`config.mk`:
```
export PLATFORM = sky130hd
export DESIGN_NAME = rank_route_decoder
export DESIGN_NICKNAME = d
export VERILOG_FILES = /design/src/rtl/rrd_pkg.sv /design/src/rtl/rrd_cfg_regs.sv /design/src/rtl/rrd_rank_match.sv /design/src/rtl/rrd_field_extract.sv /design/src/rtl/rank_route_decoder.sv
export SDC_FILE = /design/constraint.sdc
export NUM_CORES = 2
export LEC_CHECK = 0
export CAP_MARGIN = 10
export CORE_ASPECT_RATIO = 1.1
export CORE_MARGIN = 2
export CORE_UTILIZATION = 35
export DETAILED_ROUTE_END_ITERATION = 10
export DONT_BUFFER_PORTS = 1
export PLACE_DENSITY = 0.56
export SYNTH_ARGS = -nofsm -noshare
export SYNTH_HDL_FRONTEND = slang
export SYNTH_SLANG_ARGS = --single-unit
export TNS_END_PERCENT = 30
```
`constraint.sdc`:
```
create_clock -name clk -period 49.6 [get_ports clk]
set_input_delay 14.88 -clock clk [delete_from_list [all_inputs] [get_ports clk]]
set_output_delay 14.88 -clock clk [all_outputs]
set_load 0.01 [all_outputs]
```
`src/rtl/rrd_pkg.sv`:
```
package rrd_pkg;
    localparam int BANK_W = 3;
    localparam int ROW_W  = 16;
    localparam int COL_W  = 12;

    typedef struct packed {
        logic [1:0] bank_len;
        logic [5:0] bank_lsb;
        logic [4:0] row_len;
        logic [5:0] row_lsb;
        logic [3:0] col_len;
        logic [5:0] col_lsb;
    } layout_t;

    localparam int LAY_W = $bits(layout_t);

    typedef enum logic [1:0] {
        SEL_MASK   = 2'd0,
        SEL_CMP    = 2'd1,
        SEL_LAYOUT = 2'd2,
        SEL_NONE   = 2'd3
    } cfg_sel_e;
endpackage

```
`src/rtl/rrd_cfg_regs.sv`:
```
module rrd_cfg_regs
    import rrd_pkg::*;
#(
    parameter int ADDR_W = 40,
    parameter int NRANK  = 8,
    localparam int RIDX_W = (NRANK > 1) ? $clog2(NRANK) : 1
) (
    input  logic              clk,
    input  logic              rst_n,
    input  logic              cfg_we,
    input  logic [RIDX_W-1:0] cfg_rank,
    input  logic [1:0]        cfg_sel,
    input  logic [ADDR_W-1:0] cfg_wdata,
    output logic [ADDR_W-1:0] mask_q [NRANK],
    output logic [ADDR_W-1:0] cmp_q  [NRANK],
    output layout_t           lay_q  [NRANK]
);
    always_ff @(posedge clk or negedge rst_n) begin
        if (!rst_n) begin
            for (int r = 0; r < NRANK; r++) begin
                mask_q[r] <= '0;
                cmp_q[r]  <= '1;
                lay_q[r]  <= '0;
            end
        end else if (cfg_we) begin
            unique case (cfg_sel_e'(cfg_sel))
                SEL_MASK:   mask_q[cfg_rank] <= cfg_wdata;
                SEL_CMP:    cmp_q[cfg_rank]  <= cfg_wdata;
                SEL_LAYOUT: lay_q[cfg_rank]  <= layout_t'(cfg_wdata[LAY_W-1:0]);
                SEL_NONE:   ;
            endcase
        end
    end
endmodule

```
`src/rtl/rrd_rank_match.sv`:
```
module rrd_rank_match #(
    parameter int ADDR_W = 40,
    parameter int NRANK  = 8
) (
    input  logic [ADDR_W-1:0] addr,
    input  logic [ADDR_W-1:0] mask [NRANK],
    input  logic [ADDR_W-1:0] cmp  [NRANK],
    output logic [NRANK-1:0]  hit
);
    for (genvar r = 0; r < NRANK; r++) begin : g_rank
        assign hit[r] = ((addr & mask[r]) == cmp[r]);
    end
endmodule

```
`src/rtl/rrd_field_extract.sv`:
```
module rrd_field_extract
    import rrd_pkg::*;
#(
    parameter int ADDR_W = 40
) (
    input  logic [ADDR_W-1:0] addr,
    input  logic [ADDR_W-1:0] mask,
    input  layout_t           lay,
    output logic [BANK_W-1:0] bank,
    output logic [ROW_W-1:0]  row,
    output logic [COL_W-1:0]  col
);
    logic [ADDR_W-1:0] packed_addr;

    // squeeze out the interleave bits, keeping the order of the rest
    always_comb begin
        int j;
        j = 0;
        packed_addr = '0;
        for (int i = 0; i < ADDR_W; i++) begin
            if (!mask[i]) begin
                packed_addr[j] = addr[i];
                j++;
            end
        end
    end

    always_comb begin
        int idx;
        bank = '0;
        row  = '0;
        col  = '0;
        for (int k = 0; k < BANK_W; k++) begin
            idx = int'(lay.bank_lsb) + k;
            if (k < int'(lay.bank_len) && idx < ADDR_W) bank[k] = packed_addr[idx];
        end
        for (int k = 0; k < ROW_W; k++) begin
            idx = int'(lay.row_lsb) + k;
            if (k < int'(lay.row_len) && idx < ADDR_W) row[k] = packed_addr[idx];
        end
        for (int k = 0; k < COL_W; k++) begin
            idx = int'(lay.col_lsb) + k;
            if (k < int'(lay.col_len) && idx < ADDR_W) col[k] = packed_addr[idx];
        end
    end
endmodule

```
`src/rtl/rank_route_decoder.sv`:
```
module rank_route_decoder
    import rrd_pkg::*;
#(
    parameter int ADDR_W = 40,
    parameter int NRANK  = 8,
    parameter int TAG_W  = 8,
    localparam int RIDX_W = (NRANK > 1) ? $clog2(NRANK) : 1
) (
    input  logic              clk,
    input  logic              rst_n,
    input  logic              cfg_we,
    input  logic [RIDX_W-1:0] cfg_rank,
    input  logic [1:0]        cfg_sel,
    input  logic [ADDR_W-1:0] cfg_wdata,
    input  logic              req_valid,
    input  logic [ADDR_W-1:0] req_addr,
    input  logic [TAG_W-1:0]  req_tag,
    output logic              rsp_valid,
    output logic [TAG_W-1:0]  rsp_tag,
    output logic              rsp_hit,
    output logic              rsp_err,
    output logic [NRANK-1:0]  rsp_rank_oh,
    output logic [RIDX_W-1:0] rsp_rank,
    output logic [BANK_W-1:0] rsp_bank,
    output logic [ROW_W-1:0]  rsp_row,
    output logic [COL_W-1:0]  rsp_col
);
    logic [ADDR_W-1:0] mask_q [NRANK];
    logic [ADDR_W-1:0] cmp_q  [NRANK];
    layout_t           lay_q  [NRANK];
    logic [NRANK-1:0]  hit_vec;
    logic              sel_one;
    logic [RIDX_W-1:0] sel_idx;
    logic [ADDR_W-1:0] sel_mask;
    layout_t           sel_lay;
    logic [BANK_W-1:0] f_bank;
    logic [ROW_W-1:0]  f_row;
    logic [COL_W-1:0]  f_col;

    rrd_cfg_regs #(.ADDR_W(ADDR_W), .NRANK(NRANK)) u_regs (
        .clk(clk), .rst_n(rst_n), .cfg_we(cfg_we), .cfg_rank(cfg_rank),
        .cfg_sel(cfg_sel), .cfg_wdata(cfg_wdata),
        .mask_q(mask_q), .cmp_q(cmp_q), .lay_q(lay_q)
    );

    rrd_rank_match #(.ADDR_W(ADDR_W), .NRANK(NRANK)) u_match (
        .addr(req_addr), .mask(mask_q), .cmp(cmp_q), .hit(hit_vec)
    );

    always_comb begin
        sel_one = $onehot(hit_vec);
        sel_idx = '0;
        for (int r = 0; r < NRANK; r++) begin
            if (hit_vec[r]) sel_idx = RIDX_W'(r);
        end
        sel_mask = mask_q[sel_idx];
        sel_lay  = lay_q[sel_idx];
    end

    rrd_field_extract #(.ADDR_W(ADDR_W)) u_ext (
        .addr(req_addr), .mask(sel_mask), .lay(sel_lay),
        .bank(f_bank), .row(f_row), .col(f_col)
    );

    always_ff @(posedge clk or negedge rst_n) begin
        if (!rst_n) begin
            rsp_valid   <= 1'b0;
            rsp_tag     <= '0;
            rsp_hit     <= 1'b0;
            rsp_err     <= 1'b0;
            rsp_rank_oh <= '0;
            rsp_rank    <= '0;
            rsp_bank    <= '0;
            rsp_row     <= '0;
            rsp_col     <= '0;
        end else begin
            rsp_valid <= req_valid;
            rsp_tag   <= req_valid ? req_tag : '0;
            rsp_hit   <= req_valid && sel_one;
            rsp_err   <= req_valid && !sel_one;
            if (req_valid && sel_one) begin
                rsp_rank_oh <= hit_vec;
                rsp_rank    <= sel_idx;
                rsp_bank    <= f_bank;
                rsp_row     <= f_row;
                rsp_col     <= f_col;
            end else begin
                rsp_rank_oh <= '0;
                rsp_rank    <= '0;
                rsp_bank    <= '0;
                rsp_row     <= '0;
                rsp_col     <= '0;
            end
        end
    end
endmodule

```
==> results.txt <==
----------------------------------------------------
[Synth]
  Number of distinct standard cells referenced by the synthesized netlist ... between 100 and 150
  Flip-flop and latch count after synthesis ... 925
  Net count of the mapped netlist ... ~11000
  Instance count of the mapped netlist ... 10900
  Synth Area per Inst ... 8.26 um2
  Combined area of all synthesized cells ... 90300 um2
  Count of yosys warnings during synthesis ... 0
  Proportion of register bits with asynchronous set or reset after synthesis ... 100%
  Count of flip-flops with a built-in enable after synthesis ... 0
  Most frequently used flop master after synthesis ... dfrtp_1
  Register area share after synthesis ... 26.1%

[Floorplan]
  Chip height ... 537 um
  I/O pin cnt ... 150
  Initial core utilization ... 35.2%
  Die X-Extent ... a little under 500 um
  Number of placement rows ... between 150 and 200
  Die ar. ... 262000 um2
  Area of the core region ... 257000 um2

[Timing]
  Final worst path period need ... between 40000 and 50000 ps
  Setup violations, final ... 0
  Max-slew violation count ... 71
  Top achievable clock speed ... 20.9 MHz
  Worst slew pin tran ... 1530 ps
  Final sum of negative setup slack ... 0 ps
  Post-route clock period utilization ... 96.4%
  Worst slew margin relative to its limit ... -1.92%
  Setup repair after global routing missed its margin ... no
  Setup clock skew after layout ... 108 ps
  Hold violation total from the final report ... 0

[Route]
  DRC ... 0
  DR top layer ... met5
  Total met2 wirelength after detailed routing ... 221000 um
  Met3 routed wirelength ... 39700 um
  Post-DR wirelength/cell ... approximately 34 um
  Mean number of vias per cell ... 6.79
  Starting DRC count in detailed routing ... 12400
  Post-Route M1 WL ... 196000 um
  Remaining number of nets flagged by the antenna check after routing ... 0
  Initial DRT Pass Iterations ... 9
  Vias post-DR ... ~96000
  Final wirelength ... 486000 um

[Critical path]
  Reg-to-Reg Start ... u_regs.cmp_q[35]$_DFFE_PN1P_
  Crit path launch type ... input pin
  Largest driver fanout on the critical path ... 29
  Cell depth of the worst flop-to-flop path ... around 150
  Slowest cell on crit path ... nor2_1
  Delay of the slowest critical-path stage ... ~760 ps
  CP arrival ... 48420 ps
  Critical path class ... input pin to flip-flop
  Setup slack on the worst flop-to-flop path ... roughly 15000 ps
  WP buf/inv ... 28
  Instance count on the critical path ... between 150 and 200
  Kind of capture point of the worst setup path ... flip-flop
  Required time worst endpoint ... approximately 50000 ps
  End of the worst register-to-register path ... rsp_bank[1]$_DFF_PN0_
  Dominant cell type by count on the critical path ... ha_1
  CP top delay family ... adder cells

[Clock network]
  Root Driver ... clkbuf_16
  Maximum number of buffers from clock root to sink ... 3
  Total clock buffers created by CTS ... 101
  Reg clk slew, reported paths ... 60 ps
  Total clock sinks ... 925
  Clock latency on the worst-skew pair ... 790 ps
  CTS tree ... done
  Total of hold buffers inserted after clock tree synthesis ... 0
  Count of H-tree levels built during CTS ... 3

[Status]
  Outcome ... finished, violations left
  Violated checks ... max-slew violations

[Place]
  Port bufs ... 0
  DP Cell Count ... roughly 14000
  Last weighted congestion value of the routability-driven placer ... 1.00
  HPWL after detailed placement ... 363000 um

[Global route]
  Number of antenna violations at the first check in global routing ... 10
  Maximum number of pins on one net before global-route repair ... ~210
  Overall Global Routing Usage ... approximately 36%
  Vias in the first global route ... 91300
  Global-route wire length before repair ... 691000 um
  Remaining global-route overflow ... 0

[Final layout]
  Filler cell count in the final layout ... about 27000
  Net count, final ... 10800
  Layout cells sized above 1 ... 20.1%
  Area growth from synthesis to layout ... 8.98%
  Most used cells in the layout excluding fill and tap cells ... nand2_1 (1368), mux2_2 (940), nor2_1 (733)
  Combined flip-flop and latch cell area ... about 24000 um2
  Leading cell type in the layout, fill and taps excluded ... nand2_1
  Non-filler cells in the finished layout ... 14200
  Area of the multi-input gates ... 63400 um2

[Min path]
  Worst hold path endpoint ... u_regs.lay_q[167]$_DFFE_PN0P_
  Startpoint of the tightest hold check path ... u_regs.lay_q[167]$_DFFE_PN0P_
  Path class of the lowest-slack min-delay path ... flip-flop to flip-flop
  Number of cells traversed by the worst hold path ... 1

[Flow run]
  Number of max-cap violations ... 0

----------------------------------------------------
[metrics by stage]
stage               area, um2  util (%)  hold slack, ps  worst slack [ps]
floorplan               90300         -             479              27.2
global placement        94800      36.9             486              1280
global route            98400      38.3             513              8.98
finish                  98400      38.3             504              1810
detailed placement      94800      36.9             493              1100
CTS                     98300      38.3             507              1690
[state kept, by name, summed over array words and instances (netlist names)]
register       flops
rsp_col           12
rsp_bank           3
rsp_tag            8
rsp_err            1
rsp_rank_oh        8
rsp_rank           3
u_regs.cmp_q     320
u_regs.mask_q    320
rsp_row           16
rsp_valid          1
u_regs.lay_q     232
rsp_hit            1
[worst reg2reg max path, delay by kind of cell (launching register included)]
kind            cells  cell delay (ps)
xor+xnor            1              350
simple gates       41             8420
mux                 6             1630
flops               1              560
fa+ha+maj          34            10540
compound gates     42             8880
buf+inv            27             3600
[kinds of logic after synthesis]
group                    Yosys count  synth area share, %
multiplexers                    1280                 16.7
AND/OR/NAND/NOR                 4381                 23.6
buffers and inverters            950                 4.11
adder cells (fa/ha/maj)           80                 1.15
AO/OA/AOI/OAI                   2805                 22.3
flip-flops                       925                 26.1
XOR/XNOR                         508                 6.02
[layout make-up]
| class | count | share of cell area (%) |
|---|---|---|
| multi-input cells | 9054 | 64.4 |
| flip-flops and latches | 925 | 23.9 |
| well taps | 3447 | 4.38 |
| clock buffers | 148 | 2.96 |
| repair buffers | 359 | 2.88 |
| inverters | 206 | 0.788 |
| clock inverters | 40 | 0.613 |
| diodes | 4 | 0.0102 |
[metal layers]
metal | vias up | track usage, %
li1 | 41100 | -
met1 | 48700 | 46.4
met2 | 5343 | 57.3
met3 | 1097 | 5.87
met4 | 2 | 17.5
met5 | - | 0
[worst max path at each step]
| stage | startpoint | end |
|---|---|---|
| 6_report | req_addr[28] | rsp_bank[1]$_DFF_PN0_ |
| 3_5_place_dp | req_addr[2] | rsp_col[5]$_DFF_PN0_ |
| 3_3_place_gp | req_addr[2] | rsp_col[5]$_DFF_PN0_ |
| 5_1_grt | req_addr[28] | rsp_col[11]$_DFF_PN0_ |
| 2_1_floorplan | req_addr[33] | rsp_row[7]$_DFF_PN0_ |
| 4_1_cts | req_addr[2] | rsp_col[5]$_DFF_PN0_ |
[Yosys cell counts (all sizes together), types with 96 or more instances]
cell type / instances / area [um2]
mux2i: 252 / 2530
nor3: 389 / 2010
o221ai: 115 / 1010
xor2: 149 / 1400
dfstp: 320 / 8410
nand3: 726 / 3640
o211ai: 119 / 903
nand2: 1379 / 5180
o22ai: 186 / 1180
o21ai: 422 / 2140
a221oi: 96 / 847
inv: 186 / 701
a32oi: 109 / 955
nand4: 175 / 1090
a211oi: 151 / 1150
a22oi: 111 / 833
and3: 224 / 1400
and2: 112 / 701
nor4: 138 / 922
a21o: 98 / 736
nor2: 750 / 2830
clkbuf: 549 / 2060
or3: 122 / 763
dfrtp: 605 / 15100
a21oi: 459 / 2320
mux2: 945 / 10600
a31oi: 126 / 801
buf: 195 / 877
xnor2: 322 / 3190
[repair_timing]
item                                    4_1_cts  5_1_grt
buffers inserted                              0        3
resized for setup                             0       12
endpoints found under the setup margin        0       31
Power is not shown: default switching activity piles up to over one toggle a cycle in this logic, so the estimate is an artifact.
